`config.mk`:
```
export PLATFORM = sky130hd
export DESIGN_NAME = vecWholeRegSeq
export DESIGN_NICKNAME = d
export VERILOG_FILES = /design/src/rtl/wrsPkg.sv /design/src/rtl/wrsCtrl.sv /design/src/rtl/wrsDatapath.sv /design/src/rtl/vecWholeRegSeq.sv
export SDC_FILE = /design/constraint.sdc
export NUM_CORES = 1
export LEC_CHECK = 0
export ABC_AREA = 1
export BUFFER_PORTS_ARGS = -buffer_cell sky130_fd_sc_hd__buf_2
export CAP_MARGIN = 0
export CORE_MARGIN = 5
export CORE_UTILIZATION = 53
export DETAILED_ROUTE_END_ITERATION = 6
export PLACE_DENSITY = 0.88
export SKIP_CTS_REPAIR_TIMING = 1
export SLEW_MARGIN = 20
export SYNTH_ARGS = -nofsm -noshare
export SYNTH_HDL_FRONTEND = slang
export SYNTH_SLANG_ARGS = --single-unit
```
`constraint.sdc`:
```
create_clock -name clk -period 2.4 [get_ports clk]
set_input_delay 0.36 -clock clk [delete_from_list [all_inputs] [get_ports clk]]
set_output_delay 0.36 -clock clk [all_outputs]
set_load 0.01 [all_outputs]
```
`src/rtl/wrsPkg.sv`:
```
package wrsPkg;
  // Strobes sent from the control FSM to the datapath
  typedef struct packed {
    logic load;     // capture the command and clear the beat index
    logic advance;  // the current beat was accepted
  } wrsStrobe_t;

  typedef enum logic [0:0] {
    ST_IDLE = 1'b0,
    ST_RUN  = 1'b1
  } wrsState_e;
endpackage

```
`src/rtl/wrsCtrl.sv`:
```
module wrsCtrl
  import wrsPkg::*;
#(
  parameter int REG_W = 5,
  parameter int CNT_W = 4
) (
  input  logic             clk,
  input  logic             rstN,
  input  logic             startValid,
  input  logic [CNT_W-1:0] cmdCount,
  input  logic [REG_W-1:0] cmdReg,
  input  logic             reqReady,
  input  logic             lastBeat,
  output logic             startReady,
  output logic             reqValid,
  output logic             done,
  output logic             illegal,
  output wrsStrobe_t       strobe
);
  wrsState_e state;
  logic sizeOk;
  logic alignOk;
  logic cmdLegal;
  logic [REG_W-1:0] alignMask;

  // Group size must be one of the legal powers of two
  always_comb begin
    case (cmdCount)
      CNT_W'(1), CNT_W'(2), CNT_W'(4), CNT_W'(8): sizeOk = 1'b1;
      default:                                     sizeOk = 1'b0;
    endcase
  end

  // The first register must be aligned to the group size
  assign alignMask = REG_W'(cmdCount) - REG_W'(1);
  assign alignOk   = (cmdReg & alignMask) == '0;
  assign cmdLegal  = sizeOk && alignOk;

  assign startReady     = (state == ST_IDLE);
  assign reqValid       = (state == ST_RUN);
  assign strobe.load    = startReady && startValid && cmdLegal;
  assign strobe.advance = reqValid && reqReady;

  always_ff @(posedge clk) begin
    if (!rstN) begin
      state   <= ST_IDLE;
      done    <= 1'b0;
      illegal <= 1'b0;
    end else begin
      done    <= 1'b0;
      illegal <= 1'b0;
      case (state)
        ST_IDLE: begin
          if (startValid) begin
            if (cmdLegal) state <= ST_RUN;
            else          illegal <= 1'b1;
          end
        end
        ST_RUN: begin
          if (reqReady && lastBeat) begin
            state <= ST_IDLE;
            done  <= 1'b1;
          end
        end
        default: state <= ST_IDLE;
      endcase
    end
  end
endmodule

```
`src/rtl/wrsDatapath.sv`:
```
module wrsDatapath
  import wrsPkg::*;
#(
  parameter int ADDR_W     = 32,
  parameter int REG_W      = 5,
  parameter int CNT_W      = 4,
  parameter int HINT_W     = 2,
  parameter int VLEN       = 128,
  parameter int BEAT_BYTES = 8,
  localparam int REG_BYTES = VLEN / 8,
  localparam int BPR       = REG_BYTES / BEAT_BYTES,
  localparam int BPR_LOG   = $clog2(BPR),
  localparam int BEAT_LOG  = $clog2(BEAT_BYTES),
  localparam int OFS_W     = (REG_BYTES > 1) ? $clog2(REG_BYTES) : 1,
  localparam int BEAT_W    = $clog2((1 << CNT_W) * BPR) + 1
) (
  input  logic              clk,
  input  logic              rstN,
  input  wrsStrobe_t        strobe,
  input  logic              cmdIsStore,
  input  logic [CNT_W-1:0]  cmdCount,
  input  logic [REG_W-1:0]  cmdReg,
  input  logic [HINT_W-1:0] cmdWidthHint,
  input  logic [ADDR_W-1:0] cmdBase,
  output logic              lastBeat,
  output logic [ADDR_W-1:0] reqAddr,
  output logic              reqIsStore,
  output logic [REG_W-1:0]  reqReg,
  output logic [OFS_W-1:0]  reqOffset,
  output logic              reqHintValid,
  output logic [HINT_W-1:0] reqHint
);
  logic [ADDR_W-1:0] baseAddr;
  logic [REG_W-1:0]  baseReg;
  logic              isStore;
  logic [HINT_W-1:0] hint;
  logic [BEAT_W-1:0] totalBeats;
  logic [BEAT_W-1:0] beatIdx;

  always_ff @(posedge clk) begin
    if (!rstN) begin
      baseAddr   <= '0;
      baseReg    <= '0;
      isStore    <= 1'b0;
      hint       <= '0;
      totalBeats <= '0;
      beatIdx    <= '0;
    end else if (strobe.load) begin
      baseAddr   <= cmdBase;
      baseReg    <= cmdReg;
      isStore    <= cmdIsStore;
      hint       <= cmdWidthHint;
      // Length depends only on the group size and VLEN
      totalBeats <= BEAT_W'(cmdCount) << BPR_LOG;
      beatIdx    <= '0;
    end else if (strobe.advance) begin
      beatIdx <= beatIdx + BEAT_W'(1);
    end
  end

  assign lastBeat     = (beatIdx == totalBeats - BEAT_W'(1));
  assign reqAddr      = baseAddr + (ADDR_W'(beatIdx) << BEAT_LOG);
  assign reqReg       = baseReg + REG_W'(beatIdx >> BPR_LOG);
  assign reqIsStore   = isStore;
  assign reqHintValid = !isStore;
  assign reqHint      = isStore ? '0 : hint;

  generate
    if (BPR_LOG == 0) begin : gOneBeatPerReg
      assign reqOffset = '0;
    end else begin : gMultiBeatPerReg
      assign reqOffset = OFS_W'(beatIdx[BPR_LOG-1:0]) << BEAT_LOG;
    end
  endgenerate
endmodule

```
`src/rtl/vecWholeRegSeq.sv`:
```
module vecWholeRegSeq
  import wrsPkg::*;
#(
  parameter int ADDR_W     = 32,
  parameter int REG_W      = 5,
  parameter int CNT_W      = 4,
  parameter int HINT_W     = 2,
  parameter int VLEN       = 128,
  parameter int BEAT_BYTES = 8,
  localparam int REG_BYTES = VLEN / 8,
  localparam int OFS_W     = (REG_BYTES > 1) ? $clog2(REG_BYTES) : 1
) (
  input  logic              clk,
  input  logic              rstN,
  input  logic              startValid,
  output logic              startReady,
  input  logic              cmdIsStore,
  input  logic [CNT_W-1:0]  cmdCount,
  input  logic [REG_W-1:0]  cmdReg,
  input  logic [HINT_W-1:0] cmdWidthHint,
  input  logic [ADDR_W-1:0] cmdBase,
  output logic              reqValid,
  input  logic              reqReady,
  output logic [ADDR_W-1:0] reqAddr,
  output logic              reqIsStore,
  output logic [REG_W-1:0]  reqReg,
  output logic [OFS_W-1:0]  reqOffset,
  output logic              reqHintValid,
  output logic [HINT_W-1:0] reqHint,
  output logic              reqLast,
  output logic              done,
  output logic              illegal
);
  wrsStrobe_t strobe;
  logic lastBeat;

  wrsCtrl #(.REG_W(REG_W), .CNT_W(CNT_W)) uCtrl (
    .clk(clk), .rstN(rstN), .startValid(startValid), .cmdCount(cmdCount),
    .cmdReg(cmdReg), .reqReady(reqReady), .lastBeat(lastBeat),
    .startReady(startReady), .reqValid(reqValid), .done(done),
    .illegal(illegal), .strobe(strobe)
  );

  wrsDatapath #(
    .ADDR_W(ADDR_W), .REG_W(REG_W), .CNT_W(CNT_W), .HINT_W(HINT_W),
    .VLEN(VLEN), .BEAT_BYTES(BEAT_BYTES)
  ) uDp (
    .clk(clk), .rstN(rstN), .strobe(strobe), .cmdIsStore(cmdIsStore),
    .cmdCount(cmdCount), .cmdReg(cmdReg), .cmdWidthHint(cmdWidthHint),
    .cmdBase(cmdBase), .lastBeat(lastBeat), .reqAddr(reqAddr),
    .reqIsStore(reqIsStore), .reqReg(reqReg), .reqOffset(reqOffset),
    .reqHintValid(reqHintValid), .reqHint(reqHint)
  );

  assign reqLast = reqValid && lastBeat;
endmodule

```
==> summary.txt, run 1 <==
Setup path
  • Crit start category: flip-flop
  • Critical path class: flip-flop to primary output
  • CP required: 2.04 ns
  • Critical Path AT: 2.04 ns
  • Crit path max fanout: 4
  • Critical path capture point type: primary output

Yosys
  • Mux contribution to synthesized area: 0%
  • Post-Syn Area per Cell: 6.84 um^2
  • Post-synth ARST share: 0%
  • Synth warn: 0
  • Post-Synthesis Cells: 527
  • Post-synthesis register bit count: 53
  • Area share of fa/ha/maj cells after synthesis: 6.31%
  • Netlist cell types: 35
  • Ys flop type: dfxtp_1
  • Mapped Area: 3610 um^2
  • Synth top area cells: dfxtp_1, nand2_1, nand3_1
  • Top cell type's share of synthesized area: 29.4%
  • EDFF count, synth: 0
  • Synth Area in Compound Gates: 3.12%
  • Post-synth top area cell: dfxtp_1
  • Largest family of logic cells by synthesized area: simple AND/OR/NAND/NOR gates
  • Synth Area in Simple Gates: 42.6%
  • Sequential-to-total area share from yosys stat: 29.4%
  • Post-Synth XOR/XNOR Area: approximately 6.6%

Placement
  • Dpl ws: 0.144 ns
  • Port bufs: 94
  • Routability-driven placement congestion ratio: 0.915
  • HPWL Detailed: 7300 um

Floorplanning
  • Core ar.: 6720 um^2
  • Initial Util: 53.7%
  • Die height: approximately 90 um
  • Chip Width: 92.5 um
  • Die ar.: 8560 um^2
  • Io pins: roughly 100
  • FP Rows: 30

Power and ir drop
  • Overall Power: 1.73 mW
  • Pwr Density: 401 nW/um^2
  • Max IR drop VDD: around 0.29 mV
  • Pleak: about 2.2 nW

STA
  • Hold Vio Cnt, Final: 0
  • # setup viols final: 0
  • Fmax: 417 MHz
  • Worst slew margin: 66.0%
  • Final period util: approximately 100%
  • Minimum clock period: 2.40 ns
  • Unrepaired setup endpoints after global routing: yes
  • Final WS setup: around 0.0044 ns
  • Worst-Margin Slew: 0.509 ns
  • Slew Viols, Final: 0
  • Clock skew: 0.00821 ns

Global route
  • Largest net degree at the start of global routing: 56
  • GRT Util Overall: around 22%
  • M3 GR Usage: 4.63%
  • Total grt overflow: 0
  • Vias in the first global route: 3597
  • Initial antenna violation count: 0
  • Met1 track demand over resource: a little over a quarter
  • GR Util met2: 39.1%
  • First-pass GRT wire length: 15800 um
  • Most Used Layer, Global Route: met2

Detailed routing
  • Iter 0 DRT Violations: 211
  • DR DRC count: 0
  • Antenna-violating nets left: 0
  • Via/cell ratio: 5.50
  • Drt total wl: 9810 um
  • DR vias: 3792
  • Drt first pass iters: 5
  • Wire length per cell: 14.2 um

Clock tree
  • CTS tree: yes
  • H-tree depth: 2
  • Clk sinks: 53
  • Clk_lat worst skew: 0.30 ns
  • Root Driver: clkbuf_8
  • Clock transition at path regs: ~0.1 ns
  • CTS Buf Count: 5
  • Max clock buf depth: 2

Final layout
  • Nets@finish: 674
  • Layout Utilization: between 60% and 70%
  • P&R area growth vs syn: 19.5%
  • Share of cells above drive strength 1: a little over a quarter
  • # diodes: 0

Job
  • Max-Cap Viols: 0

Run status
  • Status: finished, final reports clean

Min path
  • Worst hold path class: input pin to flip-flop
[logic make-up after synthesis]
| kind of cell | count (synthesis) |
|---|---|
| simple gates | 324 |
| buf+inv | 84 |
| flops | 53 |
| xor+xnor | 27 |
| compound gates | 21 |
| fa+ha+maj | 17 |
| other cells | 1 |
[report_power, final]
group          switching [mW]  internal [mW]  total (mW)
sequential             0.0296          0.902       0.932
combinational           0.180          0.109       0.289
clock                   0.300          0.206       0.506
[routing by layer]
layer | share of wire, % | wire length, um
met5 | 0 | 0
met4 | 1.5 | 143
met3 | 7.6 | 748
met2 | 49 | 4840
met1 | 42 | 4080
[final timing paths]
kind,startpoint,end,slack (ns),cells past startpoint
setup / recovery,uDp.beatIdx[0],reqAddr[23],0.004,11
hold / removal,cmdBase[29],uDp.baseAddr[29],0.29,3
setup reg to reg,uDp.totalBeats[1],uCtrl.reqValid,0.83,8
hold reg to reg,uDp.baseAddr[2],uDp.baseAddr[2],0.48,2
[per-stage QoR]
step | hold slack, ns | cells | TNS [ns] | cell area, um^2
final | 0.291 | 690 | 0 | 4310
after CTS | 0.288 | 686 | -1.69 | 4120
after global routing | 0.292 | 690 | -0.259 | 4310
after global placement | 0.456 | 678 | 0 | 4030
after floorplan | 0.447 | 529 | 0 | 3610
after detailed placement | 0.463 | 678 | 0 | 4030
[critical path, stage by stage, from the launching register on]
cell     delay [ns]
dfxtp_2        0.35
ha_4           0.17
fa_2           0.40
nand3_2        0.07
nand2_2        0.08
nand2_2        0.12
nand2_4        0.09
nand2_4        0.10
buf_4          0.11
o21ai_1        0.05
nand2_1        0.08
buf_2          0.13
[flip-flops by register name, indices dropped and copies added (netlist names)]
name            count
uCtrl.done          1
uCtrl.illegal       1
uCtrl.reqValid      1
uDp.baseAddr       32
uDp.baseReg         5
uDp.beatIdx         6
uDp.hint            2
uDp.reqIsStore      1
uDp.totalBeats      4
[cell usage after synthesis, types with 4 or more instances]
| master | number |
|---|---|
| ha_1 | 15 |
| a21oi_1 | 12 |
| nor3_1 | 13 |
| nand2_2 | 4 |
| xor2_1 | 22 |
| inv_2 | 5 |
| nand2_1 | 144 |
| buf_8 | 4 |
| clkbuf_1 | 5 |
| dfxtp_1 | 53 |
| nand4_1 | 50 |
| o21ai_1 | 4 |
| xnor2_1 | 5 |
| inv_1 | 46 |
| buf_2 | 11 |
| nand3_1 | 63 |
| buf_6 | 4 |
| buf_4 | 7 |
| nand3b_1 | 4 |
| nor2_1 | 38 |
[placed cells by master, fill, tap and decap left out, drive strengths merged]
cell,n
conb,3
nor3,14
nand2,149
xor2,22
inv,53
a21oi,12
o21ai,6
nand3,64
a21o,1
nor2,41
clkbuf,6
or2,1
clkinvlp,2
o211ai,1
nand3b,4
fa,2
buf,104
nand4,51
dfxtp,53
a21boi,1
ha,15
xnor2,5
[area by class of cell]
class	instances	area, um^2
fillers	571	2410
inverters	53	199
clock inverters	2	15.0
repair buffers	104	574
clock buffers	6	72.6
well taps	80	100
multi-input cells	392	2270
flip-flops and latches	53	1080
(Power assumes the default switching activity.)
==> run 2, diff against run 1 <==
- CELL_PAD_IN_SITES_DETAIL_PLACEMENT: default -> 0
- CELL_PAD_IN_SITES_GLOBAL_PLACEMENT: default -> 1
- CORE_UTILIZATION: 53 -> 37
==> run 2 against run 1 <==
Against the previous run:
- die area grew 38%
- register-to-register slack better by 0.08 ns
- power rose by 1.7%
- fmax is 1.0% higher
- setup slack improved by 0.024 ns
- sequential power about the same
- sequential share of layout area down 0.85 points
- sequential cell count did not move
- clock power is 4.9% higher
- wire length rose by 4.6%
- final cell count grew 8.1%
- clock-buffer cell count decreased by 1
- largest power group unchanged
==> summary.txt, run 2 (same netlist as run 1, synthesis figures left out) <==
Final layout
  • P&R area growth vs syn: 23.0%
  • Layout Utilization: 46.0% (-18 points)
  • Max reg flops: 32 (unchanged)
  • Area occupied by multi-input gates: 2290 um^2 (+0.88%)
  • Share of cells above drive strength 1: 26.9% (+0.52 points)
  • Commonest non-fill, non-tap cell in the layout: nand2_1
  • Sequential cell area: 1070 um^2 (-0.58%)
  • Fillers: 1008 (+77%)
  • Biggest regs: uDp.baseAddr (32), uDp.beatIdx (6), uDp.baseReg (5)
  • Most frequent cells in the layout: nand2_1, buf_2, nand3_1
  • Most flops, register: uDp.baseAddr
  • # diodes: 0 (unchanged)
  • Nets@finish: 677 (+0.45%)

Setup path
  • Crit. Startpoint: uDp.baseAddr[3]
  • Worst path max stage delay: 0.40 ns (about the same)
  • Capture point of the worst reg-to-reg path: uCtrl.reqValid
  • Crit start category: flip-flop
  • WP buf/inv: 2 (unchanged)
  • CP required: 2.04 ns (about the same)
  • Crit path max fanout: 4 (unchanged)
  • Critical path capture point type: primary output
  • Critical-path top delay cell: fa_2
  • Worst r2r src: uDp.totalBeats[1]
  • Worst path top cell family by delay: simple AND/OR/NAND/NOR gates
  • Levels on crit path: 12 (+1)
  • Worst R2R Path Depth: 8 (unchanged)
  • Critical Path AT: 2.01 ns (-0.03 ns)
  • Critical path class: flip-flop to primary output
  • Cell chain of the critical path: ha_4, fa_2, nand3_2, nand2_4, nand2_4, nand2_8, nand2_4, inv_2, nand2_1, nand2_1, nand2_1, buf_2
  • Worst Setup EP: reqAddr[31]
  • R2r setup slk: 0.91 ns (+0.08 ns)

STA
  • Minimum clock period: 2.37 ns (-0.0241 ns)
  • Worst hold margin: 0.269 ns (-0.0226 ns)
  • Slew Viols, Final: 0 (unchanged)
  • Final WS setup: 0.0285 ns (+0.0241 ns)
  • Clock skew: 0.00916 ns (+0.000958 ns)
  • Fmax: 422 MHz (+1.0%)
  • Hold Vio Cnt, Final: 0 (unchanged)
  • Final period util: 98.8% (-1.0 points)
  • Final TNS setup: 0 ns (unchanged)
  • Unrepaired setup endpoints after global routing: yes
  • # setup viols final: 0 (unchanged)

Detailed routing
  • DR DRC count: 0 (unchanged)
  • WL met2: 4880 um (+0.93%)
  • Antenna-violating nets left: 0 (unchanged)
  • Drt total wl: 10300 um (+4.6%)
  • Drt first pass iters: 4 (-1)
  • Iter 0 DRT Violations: 234 (+11%)
  • DR vias: 3684 (-2.8%)
  • Wl on met1: 4630 um (+14%)
  • Uppermost layer routed: met4
  • Wire length per cell: 13.7 um (-3.3%)
  • DR WL met3: 556 um (-26%)
  • Via/cell ratio: 4.94 (-10%)

Clock tree
  • Clock transition at path regs: 0.10 ns (about the same)
  • CTS Buf Count: 5 (unchanged)
  • CTS tree: yes
  • Clk sinks: 53 (unchanged)
  • H-tree depth: 2 (unchanged)
  • Root Driver: clkbuf_8
  • Max clock buf depth: 2 (unchanged)
  • Clk_lat worst skew: 0.32 ns (+0.02 ns)

Global route
  • Largest net degree at the start of global routing: 50 (-11%)
  • Total grt overflow: 0 (unchanged)
  • GRT Util Overall: 17.7% (-4.3 points)
  • Initial antenna violation count: 0 (unchanged)
  • First-pass GRT wire length: 16700 um (+5.9%)
  • Vias in the first global route: 3538 (-1.6%)

Floorplanning
  • Chip Width: 109 um (+18%)
  • Die ar.: 11800 um^2 (+38%)
  • FP Rows: 36 (+20%)
  • Initial Util: 37.4% (-16 points)
  • Core ar.: 9640 um^2 (+43%)
  • Die height: 109 um (+18%)
  • Io pins: 98 (unchanged)

Job
  • Max-Cap Viols: 0 (unchanged)

Power and ir drop
  • Pwr Density: 396 nW/um^2 (-1.2%)
  • Pleak: 2.27 nW (+1.9%)
  • Max IR drop VDD: 0.206 mV (-28%)

Placement
  • Dpl ws: 0.0784 ns (-0.0658 ns)
  • HPWL Detailed: 7960 um (+9.0%)
  • Routability-driven placement congestion ratio: 0.899 (-1.8%)
  • Port bufs: 94 (unchanged)

Run status
  • Status: finished, final reports clean

Min path
  • Beginning of the worst hold path: cmdBase[29]
  • Worst hold path class: input pin to flip-flop
[run 2: changes by cell type in the layout (fill, tap and decap cells not counted), moves of 2 or more]
cell / before / now
a21oi_2: 3 / 1
clkinv_4: 0 / 2
clkinvlp_4: 2 / 0
dfxtp_4: 3 / 1
nand2_2: 10 / 7
[run 2: worst min-delay path by stage]
| stage | depth (start not counted) | to | slack, ns |
|---|---|---|---|
| 2_1_floorplan | 2 | uDp.hint[0] | 0.45 |
| 3_3_place_gp | 2 | uDp.baseAddr[2] | 0.46 |
| 3_5_place_dp | 2 | uDp.hint[0] | 0.47 |
| 4_1_cts | 3 | uDp.baseAddr[15] | 0.26 |
| 5_1_grt | 3 | uDp.baseAddr[24] | 0.27 |
| 6_report | 3 | uDp.baseAddr[29] | 0.27 |
[run 2: metrics by stage]
step	power [mW]	instances	area [um^2]
final	1.76	746	4440
after floorplan	1.14	529	3610
after global placement	1.24	734	4130
after CTS	1.78	742	4230
after global routing	1.85	746	4440
after detailed placement	1.24	734	4130
[run 2: routing by layer]
layer  GRT usage [%]  up-vias
met1            23.3     1679
met4            5.77        0
met2            29.6       91
met3            2.84       12
li1                -     1902
met5               0        -
[run 2: worst register-to-register path: stages, from the launching register on]
cell and delay [ns]:
dfxtp_1 0.38, inv_1 0.07, ha_1 0.31, a21oi_1 0.15, nand3_1 0.08, nor2_1 0.17
nand3_1 0.12, nand2_1 0.08, nand2_1 0.04
[run 2: power by group]
group	switching (mW)	internal [mW]
logic	0.180	0.111
registers	0.0291	0.904
clock network	0.317	0.213
[run 2: cell type report]
cell class	instances	share of cell area [%]
Multi-Input combinational cell	392	51.7
Inverter	53	4.48
Clock inverter	3	0.592
Clock buffer	5	1.55
Tap cell	133	3.75
Sequential cell	53	24.1
Timing Repair Buffer	107	13.8
